## config.mk

```make
export PLATFORM = sky130hd
export DESIGN_NAME = luma_coring_nr
export DESIGN_NICKNAME = d
export VERILOG_FILES = /design/src/rtl/lcnr_pkg.sv /design/src/rtl/lcnr_window.sv /design/src/rtl/lcnr_grid.sv /design/src/rtl/lcnr_core.sv /design/src/rtl/luma_coring_nr.sv
export SDC_FILE = /design/constraint.sdc
export NUM_CORES = 1
export LEC_CHECK = 0
export BUFFER_PORTS_ARGS = -buffer_cell sky130_fd_sc_hd__buf_2
export CORE_MARGIN = 2
export CORE_UTILIZATION = 55
export CTS_CLUSTER_DIAMETER = 40
export DETAILED_ROUTE_END_ITERATION = 10
export GPL_ROUTABILITY_DRIVEN = 1
export MAX_ROUTING_LAYER = met4
export PLACE_DENSITY = 0.74
export SYNTH_ARGS = -nofsm -noshare
export SYNTH_HDL_FRONTEND = slang
export SYNTH_HIERARCHICAL = 1
export SYNTH_SLANG_ARGS = --single-unit
```

## constraint.sdc

```tcl
create_clock -name clk -period 26.4 [get_ports clk]
set_clock_uncertainty 0.05 [all_clocks]
set_input_delay 3.96 -clock clk [delete_from_list [all_inputs] [get_ports clk]]
set_output_delay 3.96 -clock clk [all_outputs]
set_load 0.1 [all_outputs]
```

## src/rtl/lcnr_pkg.sv

```systemverilog
package lcnr_pkg;

  typedef enum logic {
    MODE_DENOISE = 1'b0,
    MODE_SHARPEN = 1'b1
  } lcnr_mode_e;

endpackage

```

## src/rtl/lcnr_window.sv

```systemverilog
// Holds the pixel awaiting its right neighbour and emits a 3-pixel tap set.
module lcnr_window #(
  parameter int DW = 8,
  parameter int BW = 4
) (
  input  logic          clk,
  input  logic          rst,
  input  logic          en,
  input  logic          in_valid,
  input  logic          in_sol,
  input  logic          in_eol,
  input  logic [DW-1:0] in_data,
  output logic          in_ready,
  output logic          t_vld,
  output logic [DW-1:0] t_l,
  output logic [DW-1:0] t_c,
  output logic [DW-1:0] t_r,
  output logic [BW-1:0] t_pos
);

  logic          c_vld, c_eol;
  logic [DW-1:0] c_pix, l_pix;
  logic [BW-1:0] c_pos, hcnt;
  logic          flush, take;
  logic [BW-1:0] new_pos;

  // last pixel of a line is emitted in a dedicated cycle with no input
  assign flush    = c_vld && c_eol;
  assign in_ready = en && !flush;
  assign take     = in_valid && in_ready;
  assign new_pos  = in_sol ? '0 : hcnt;

  always_ff @(posedge clk) begin
    if (rst) begin
      c_vld <= 1'b0;
      c_eol <= 1'b0;
      c_pix <= '0;
      l_pix <= '0;
      c_pos <= '0;
      hcnt  <= '0;
      t_vld <= 1'b0;
      t_l   <= '0;
      t_c   <= '0;
      t_r   <= '0;
      t_pos <= '0;
    end else if (en) begin
      if (flush) begin
        t_vld <= 1'b1;
        t_l   <= l_pix;
        t_c   <= c_pix;
        t_r   <= c_pix;
        t_pos <= c_pos;
        c_vld <= 1'b0;
      end else if (take) begin
        t_vld <= c_vld;
        t_l   <= l_pix;
        t_c   <= c_pix;
        t_r   <= in_data;
        t_pos <= c_pos;
        l_pix <= (in_sol || !c_vld) ? in_data : c_pix;
        c_pix <= in_data;
        c_pos <= new_pos;
        hcnt  <= new_pos + 1'b1;
        c_vld <= 1'b1;
        c_eol <= in_eol;
      end else begin
        t_vld <= 1'b0;
      end
    end
  end

endmodule

```

## src/rtl/lcnr_grid.sv

```systemverilog
// Maps a line position onto the block grid and picks the gain.
module lcnr_grid #(
  parameter int BLK_S = 8,
  parameter int BLK_L = 16,
  parameter int BW    = 4,
  parameter int GW    = 4
) (
  input  logic [BW-1:0] pos,
  input  logic [BW-1:0] offset,
  input  logic          blk16,
  input  logic          border4,
  input  logic [GW-1:0] gain_data,
  input  logic [GW-1:0] gain_border,
  output logic [GW-1:0] gain
);

  logic [BW:0]   pitch, half;
  logic [BW-1:0] mask, phase;
  logic          seam;

  always_comb begin
    pitch = blk16 ? (BW+1)'(BLK_L) : (BW+1)'(BLK_S);
    half  = border4 ? (BW+1)'(2) : (BW+1)'(1);
    mask  = BW'(pitch - 1'b1);
    phase = (pos + offset) & mask;
    seam  = ({1'b0, phase} < half) || ({1'b0, phase} >= (pitch - half));
    gain  = seam ? gain_border : gain_data;
  end

endmodule

```

## src/rtl/lcnr_core.sv

```systemverilog
// High-pass detail term, threshold decision, scaled correction, clamp.
module lcnr_core import lcnr_pkg::*; #(
  parameter int DW    = 8,
  parameter int GW    = 4,
  parameter int GFRAC = 3
) (
  input  logic [DW-1:0] l,
  input  logic [DW-1:0] c,
  input  logic [DW-1:0] r,
  input  logic [GW-1:0] gain,
  input  logic [DW-1:0] thresh,
  input  lcnr_mode_e    mode,
  output logic [DW-1:0] y
);

  localparam int SW  = DW + 3;
  localparam int PRW = SW + GW + 1;
  localparam logic signed [PRW-1:0] TOP = PRW'((1 << DW) - 1);

  logic signed [SW-1:0]  ls, cs, rs, lap, hp;
  logic        [SW-1:0]  mag;
  logic signed [PRW-1:0] hpx, gx, prod, delta, cx, res;
  logic                  is_small, is_large, apply;

  always_comb begin
    ls  = SW'(l);
    cs  = SW'(c);
    rs  = SW'(r);
    lap = (cs <<< 1) - ls - rs;
    hp  = lap >>> 2;
    mag = hp[SW-1] ? SW'(-hp) : SW'(hp);
    is_small = mag < SW'(thresh);
    is_large = mag > SW'(thresh);
    apply = (mode == MODE_SHARPEN) ? is_large : is_small;

    hpx   = PRW'(hp);
    gx    = PRW'(gain);
    prod  = hpx * gx;
    delta = prod >>> GFRAC;
    cx    = PRW'(c);
    if (!apply)                    res = cx;
    else if (mode == MODE_SHARPEN) res = cx + delta;
    else                           res = cx - delta;

    if (res < 0)        y = '0;
    else if (res > TOP) y = TOP[DW-1:0];
    else                y = res[DW-1:0];
  end

endmodule

```

## src/rtl/luma_coring_nr.sv

```systemverilog
module luma_coring_nr import lcnr_pkg::*; #(
  parameter  int DW    = 8,
  parameter  int GW    = 4,
  parameter  int GFRAC = 3,
  parameter  int BLK_S = 8,
  parameter  int BLK_L = 16,
  localparam int BW    = $clog2(BLK_L)
) (
  input  logic          clk,
  input  logic          rst,
  input  logic [DW-1:0] cfg_threshold,
  input  logic [GW-1:0] cfg_gain_data,
  input  logic [GW-1:0] cfg_gain_border,
  input  logic          cfg_sharpen,
  input  logic          cfg_blk16,
  input  logic          cfg_border4,
  input  logic [BW-1:0] cfg_offset,
  input  logic          in_valid,
  output logic          in_ready,
  input  logic          in_sol,
  input  logic          in_eol,
  input  logic [DW-1:0] in_data,
  output logic          out_valid,
  input  logic          out_ready,
  output logic [DW-1:0] out_data
);

  logic          en;
  logic          t_vld;
  logic [DW-1:0] t_l, t_c, t_r, y;
  logic [BW-1:0] t_pos;
  logic [GW-1:0] gain;

  // whole pipeline advances unless a held output is refused
  assign en = !out_valid || out_ready;

  lcnr_window #(.DW(DW), .BW(BW)) u_win (
    .clk(clk), .rst(rst), .en(en),
    .in_valid(in_valid), .in_sol(in_sol), .in_eol(in_eol), .in_data(in_data),
    .in_ready(in_ready),
    .t_vld(t_vld), .t_l(t_l), .t_c(t_c), .t_r(t_r), .t_pos(t_pos)
  );

  lcnr_grid #(.BLK_S(BLK_S), .BLK_L(BLK_L), .BW(BW), .GW(GW)) u_grid (
    .pos(t_pos), .offset(cfg_offset), .blk16(cfg_blk16), .border4(cfg_border4),
    .gain_data(cfg_gain_data), .gain_border(cfg_gain_border), .gain(gain)
  );

  lcnr_core #(.DW(DW), .GW(GW), .GFRAC(GFRAC)) u_core (
    .l(t_l), .c(t_c), .r(t_r), .gain(gain), .thresh(cfg_threshold),
    .mode(lcnr_mode_e'(cfg_sharpen)), .y(y)
  );

  always_ff @(posedge clk) begin
    if (rst) begin
      out_valid <= 1'b0;
      out_data  <= '0;
    end else if (en) begin
      out_valid <= t_vld;
      out_data  <= y;
    end
  end

endmodule

```

=== Yosys cells after proc, flatten, opt, wreduce, memory -nomap -nowiden ===
Index checks and enable logic that the tools add are counted.

* Add/subtract/negate cells: 9
* $mul: 1
* Order comparisons: 6
* Muxes and demuxes: 23
* Bitwise logic cells: 2
* Reduce and logical (&&, ||, !) cells: 12

{| class="wikitable"
|+ Operators by type and width
! cell !! number
|-
| $mux W8 || 9
|-
| $mux W16 || 2
|-
| $gt A16 B9 Y1 const B || 1
|-
| $lt A16 B1 Y1 const B || 1
|-
| $mux W4 || 4
|-
| $mul A9 B5 Y14 || 1
|-
| $add A9 B11 Y12 || 1
|-
| $sub A9 B11 Y12 || 1
|-
| $gt A11 B8 Y1 || 1
|-
| $lt A11 B8 Y1 || 1
|-
| $mux W11 || 1
|-
| $neg A9 Y11 || 1
|-
| $sub A10 B9 Y11 || 1
|-
| $sub A9 B8 Y10 || 1
|-
| $ge A4 B5 Y1 || 1
|-
| $lt A4 B5 Y1 || 1
|-
| $mux W1 || 5
|-
| $mux W5 || 1
|-
| $sub A5 B2 Y5 || 1
|-
| $add A4 B1 Y4 const B || 1
|-
| $add A4 B4 Y4 || 1
|-
| $and A4 B4 Y4 || 1
|-
| $sub A4 B1 Y4 const B || 1
|-
| $logic_and A1 B1 Y1 || 3
|-
| 7 further kinds || 11
|}

* Flip-flop bits (word level): 64
* Bits of input ports: 37
* Word-level logic and storage cells: 66

=== Longest topological paths before layout ===
* Word-level depth: 13
* Mapped depth: 38
* Mapped depth without buffers: 38

=== Modules after synthesis ===
Netlist, hierarchy kept.

{| class="wikitable"
|+ Modules (own cells, without submodules)
! module !! instances !! cells each !! area each (µm²)
|-
| lcnr_core || 1 || 456 || 3473.3
|-
| lcnr_window || 1 || 271 || 2386.0
|-
| lcnr_grid || 1 || 74 || 539.3
|-
| luma_coring_nr || 1 || 39 || 394.1
|}

=== Least setup slack after synthesis ===
Ideal clock, no wire load.

* Path type: input port to flip-flop
* Start: in cfg_offset[0]
* End: reg out_data[3]
* Arrival time: 11.133 ns
* Data required time: 26.223 ns
* Setup slack: 15.090 ns
* Cell stages on the path: 33
* Path through: ha_1 inv_1 fa_1 inv_1 ha_1 nand2b_1 clkbuf_1 nand3_1 a311oi_1 nand4b_1 and2_1 ha_1 inv_1 fa_1 fa_1 inv_1 ha_1 a21oi_1 mux2i_1 o31ai_1 or3_1 and2_1 a21oi_1 xnor2_1 ha_1 a21boi_0 o21ai_0 a21o_1 or4_4 mux2i_4 a221oi_2 nand2b_1 o21ai_0

* Cells in the longest elaborated chain, start to end: 12
* Elaborated cells on any way between the ends: 15
* Classes of those cells: 3 x add/sub; 1 x mul; 4 x order compare; 5 x mux; 1 x bitwise; 1 x reduce/logical

{| class="wikitable"
|+ Ends and longest elaborated chain
! item !! line !! source
|-
| start: declaration || luma_coring_nr.sv:17 || <nowiki>input logic [BW-1:0] cfg_offset,</nowiki>
|-
| $add A4 B4 Y4 * || lcnr_grid.sv:25 || <nowiki>phase = (pos + offset) & mask;</nowiki>
|-
| $and A4 B4 Y4 * || lcnr_grid.sv:25 ||
|-
| $lt A4 B5 Y1 or $ge A4 B5 Y1 (tied branches) || lcnr_grid.sv:26 || <nowiki>seam = ({1'b0, phase} < half) || ({1'b0, phase} >= (pitch - half));</nowiki>
|-
| $logic_or A1 B1 Y1 * || lcnr_grid.sv:26 ||
|-
| $mux W4 * || lcnr_grid.sv:27 || <nowiki>gain = seam ? gain_border : gain_data;</nowiki>
|-
| net gain[2] || luma_coring_nr.sv:32 || <nowiki>logic [GW-1:0] gain;</nowiki>
|-
| $mul A9 B5 Y14 * || lcnr_core.sv:38 || <nowiki>prod = hpx * gx;</nowiki>
|-
| $sub A9 B11 Y12 or $add A9 B11 Y12 (tied branches) || lcnr_core.sv:43, lcnr_core.sv:42 ||
|-
| $mux W16 * || lcnr_core.sv:42 || <nowiki>else if (mode == MODE_SHARPEN) res = cx + delta;</nowiki>
|-
| $mux W16 * || lcnr_core.sv:41 || <nowiki>if (!apply) res = cx;</nowiki>
|-
| $gt A16 B9 Y1 || lcnr_core.sv:46 || <nowiki>else if (res > TOP) y = TOP[DW-1:0];</nowiki>
|-
| $mux W8 || lcnr_core.sv:46 ||
|-
| $mux W8 * || lcnr_core.sv:45 || <nowiki>if (res < 0) y = '0;</nowiki>
|-
| net y[3] || luma_coring_nr.sv:30 || <nowiki>logic [DW-1:0] t_l, t_c, t_r, y;</nowiki>
|-
| end signal: assignment || luma_coring_nr.sv:60 || <nowiki>out_data <= y;</nowiki>
|-
| end: declaration || luma_coring_nr.sv:25 || <nowiki>output logic [DW-1:0] out_data</nowiki>
|}

The timed path passes the listed nets; every way through them passes the cells marked *.
A chain may end at the register's enable or synchronous reset.

=== Worst setup path in the final report ===
Ends and elaborated chain as after synthesis.

==> reports/qor.log <==
qor: sta.setup_ws_final 14.44 ns
qor: layout.nets_final 979
qor: clock_tree.cts_made_buffers 9
qor: clock_tree.cts-root-to-sink-buffers 2
qor: placed_design.place_worst_setup_slack 14.23 ns
qor: clock_tree.clkLatencyLatePin 0.33 ns
qor: sta.worst-slew-pin-transition 0.944 ns
qor: placed_design.buffer_ports.inserted 46
qor: drt.tritonroute_pass_1_iters 5
qor: clock_tree.tritoncts_num_sinks 64
qor: floorplan.placeableCoreArea 12000 um^2
qor: worst_setup_path.crit_path_slowest_cell sky130_fd_sc_hd__xor2_1
qor: drt.detailedRoute.firstIterationViolations 394
qor: logic_synthesis.synth_area_per_cell 8.09 um^2
qor: layout.antenna-diode-count 0
qor: clock_tree.cts_hold_buffers 0
qor: logic_synthesis.async_set_or_reset_flop_fraction_in_the_synthesized_netlist 0%
qor: worst_setup_path.r2r_setup_slack 17.62 ns
qor: global_route.grt_overflow 0
qor: logic_synthesis.synth-seq-cells 64
qor: floorplan.fp.dieArea 13300 um^2
qor: logic_synthesis.portion_of_synthesized_cell_area_occupied_by_the_leading_cell_type 18.9%
qor: worst_setup_path.crit_arrival 12.09 ns
qor: floorplan.row_count 40
qor: sta.grt_setup_unrepaired false
qor: logic_synthesis.synth_top_area_cell sky130_fd_sc_hd__dfxtp_1
qor: layout.most-common-layout-cells sky130_fd_sc_hd__inv_1, sky130_fd_sc_hd__dfxtp_1, sky130_fd_sc_hd__a21oi_1, sky130_fd_sc_hd__ha_1, sky130_fd_sc_hd__nand2_1
qor: sta.final.period_utilization 45.3%
qor: sta.maxClockFrequency 83.6 MHz
qor: worst_setup_path.instance_count_on_the_critical_path 33
qor: clock_tree.post_cts_buffers 0
qor: sta.layout_min_cycle_time 11.96 ns
qor: drt.drt-vias-per-instance 6.15
qor: layout.final_layout_size_suffix_gt1_share 11.6%
qor: worst_setup_path.critical_path.max_stage_delay 0.70 ns
qor: drt.via_count 6212
qor: flow_run.timing.max_cap.violations 0
qor: sta.final-hold-violation-count 0
qor: logic_synthesis.synth_ff_type sky130_fd_sc_hd__dfxtp_1
qor: logic_synthesis.synth.net_count 961
qor: worst_setup_path.critPathCaptureType register
qor: logic_synthesis.ys_warn_count 6
qor: layout.mostFrequentLayoutCell sky130_fd_sc_hd__inv_1
qor: worst_setup_path.timing_worst_setup_path_type primary input to register
qor: worst_setup_path.crit_path_max_fanout 14
qor: logic_synthesis.synth.cell_area 6790 um^2
qor: global_route.via_count_of_the_first_global_routing_pass 6138
qor: sta.fin_setup_tns 0 ns
qor: global_route.largest_net_degree_at_the_start_of_global_routing 93
qor: drt.ant_nets 0
qor: min_path.min_path_type register to register
qor: worst_setup_path.worstReg2RegStart u_win/t_c[0]$_SDFFE_PP0P_
qor: worst_setup_path.r2r.worst_path.cells 37
qor: clock_tree.cts_htree_levels 3
qor: drt.drt-wirelength-per-cell 16.2 um
qor: global_route.antenna_found_initial 0
qor: sta.finalSetupViolations 0
qor: floorplan.die_width 115 um
qor: worst_setup_path.endpoint out_data[3]$_SDFFE_PP0P_
qor: clock_tree.ctsResizeCount 0
qor: global_route.grt_use_total 26.6%
qor: sta.max_slew_margin 37.1%
qor: drt.route.detailed.drc 0
qor: logic_synthesis.post_synth_edffs 0
qor: placed_design.routabilityCongestion 0.897
qor: clock_tree.cts-root-buf sky130_fd_sc_hd__clkbuf_16
qor: global_route.grt_pass1_wl 28300 um
qor: layout.p_r_area_growth_vs_syn 8.68%
qor: logic_synthesis.ys_types 75
qor: outcome.status completed
qor: logic_synthesis.synth-seq-area-share 18.9%
qor: floorplan.initial_core_utilization 56.6%
qor: worst_setup_path.delay_heaviest_family_cp adder cells
qor: logic_synthesis.synth_area_leaders sky130_fd_sc_hd__dfxtp_1, sky130_fd_sc_hd__ha_1, sky130_fd_sc_hd__fa_1
qor: floorplan.die_height 115 um
qor: worst_setup_path.setup.worst_path.start cfg_offset[0]
qor: sta.finalMaxSlewViolations 0
qor: worst_setup_path.worst-path-buf-inv 4
qor: logic_synthesis.postSynthCellCount 840
qor: worst_setup_path.cpMostUsedCell sky130_fd_sc_hd__ha_1
qor: clock_tree.cts_tree done
qor: worst_setup_path.critical_path.startpoint_type primary input
qor: worst_setup_path.regToRegEndpoint out_data[3]$_SDFFE_PP0P_
qor: floorplan.pin_count 47
qor: clock_tree.clkTransAtPathRegs 0.06 ns
qor: drt.total_wire_length 16400 um
qor: placed_design.hpwlAfterDp 12200 um
qor: worst_setup_path.critical_path_required 26.53 ns
-- worst min path at each step --
stage | start | end | slack (ns) | cells past startpoint
6_report | u_win/t_vld$_SDFFE_PP0P_ | out_valid$_SDFFE_PP0P_ | 0.40 | 2
5_1_grt | u_win/t_vld$_SDFFE_PP0P_ | out_valid$_SDFFE_PP0P_ | 0.41 | 2
4_1_cts | u_win/t_vld$_SDFFE_PP0P_ | out_valid$_SDFFE_PP0P_ | 0.40 | 2
3_5_place_dp | u_win/t_vld$_SDFFE_PP0P_ | out_valid$_SDFFE_PP0P_ | 0.40 | 2
3_3_place_gp | u_win/t_vld$_SDFFE_PP0P_ | out_valid$_SDFFE_PP0P_ | 0.39 | 2
2_1_floorplan | u_win/t_vld$_SDFFE_PP0P_ | out_valid$_SDFFE_PP0P_ | 0.38 | 2
-- stage by stage --
step	area, um^2	utilization, %	instances	hold WS [ns]
2_1_floorplan	6790	-	840	0.383
3_5_place_dp	7030	58.5	994	0.400
6_report	7380	61.5	1010	0.400
5_1_grt	7380	61.5	1010	0.414
3_3_place_gp	7030	58.5	994	0.391
4_1_cts	7380	61.5	1010	0.402
-- sequential cells by signal, summed over array words and instances, names as in the netlist, 8 cells and up --
| name | cells |
|---|---|
| u_win/t_c | 8 |
| u_win/t_r | 8 |
| u_win/l_pix | 8 |
| out_data | 8 |
| u_win/c_pix | 8 |
| u_win/t_l | 8 |
-- layout make-up --
| class | instances | area, um^2 |
|---|---|---|
| Clock buffer | 9 | 225 |
| Clock inverter | 7 | 125 |
| Fill cell | 1071 | 4630 |
| Inverter | 78 | 293 |
| Multi-Input combinational cell | 656 | 5020 |
| Sequential cell | 64 | 1280 |
| Tap cell | 147 | 184 |
| Timing Repair Buffer | 49 | 253 |
-- kinds of logic after synthesis --
logic type / count (synthesis) / synth area share, %
simple gates: 294 / 26.3
compound gates: 221 / 21.9
buf+inv: 120 / 7.22
fa+ha+maj: 85 / 18.1
flops: 64 / 18.9
xor+xnor: 43 / 5.54
mux: 13 / 2.12
-- worst register-to-register path, delay by kind of cell, from the launching register on --
| kind | cells | cell delay [ns] |
|---|---|---|
| buffers and inverters | 2 | 0.09 |
| XOR/XNOR | 3 | 0.83 |
| multiplexers | 2 | 0.55 |
| flip-flops | 1 | 0.48 |
| adder cells (fa/ha/maj) | 7 | 2.66 |
| AND/OR/NAND/NOR | 9 | 1.18 |
| AO/OA/AOI/OAI | 14 | 2.75 |
-- Yosys cell counts (all sizes together), types with 2 or more instances --
cell type and count:
a21o 11, or4 2, o21bai 3, buf 17
fa 22, o211ai 2, nand4bb 7, o21ai 61
a311oi 12, nand4b 29, nor4b 6, or3 6
nor2b 18, or4bb 2, clkbuf 25, a31oi 11
and4 6, nor2 40, ha 62, xnor2 33
nand2b 44, a21boi 3, nand4 5, a221oi 9
nand2 50, dfxtp 64, nand3 22, o22ai 4
xor2 10, o21a 5, a211oi 18, a21oi 65
nor3 5, mux2i 12, or4b 4, o31ai 11
nor4 10, and2 27, inv 78, and3 5
-- metal layers --
layer	routed length (um)	share of wire (%)	vias to the layer above	global-route usage, %
li1	-	-	3047	-
met1	7290	44	2977	33.0
met2	8300	51	166	46.0
met3	588	3.6	22	3.11
met4	204	1.2	0	6.67
met5	0	0	-	-
Power is left out: the tool's default activity adds up to more than one toggle a clock period on the data nets, which glitch-free logic cannot reach.
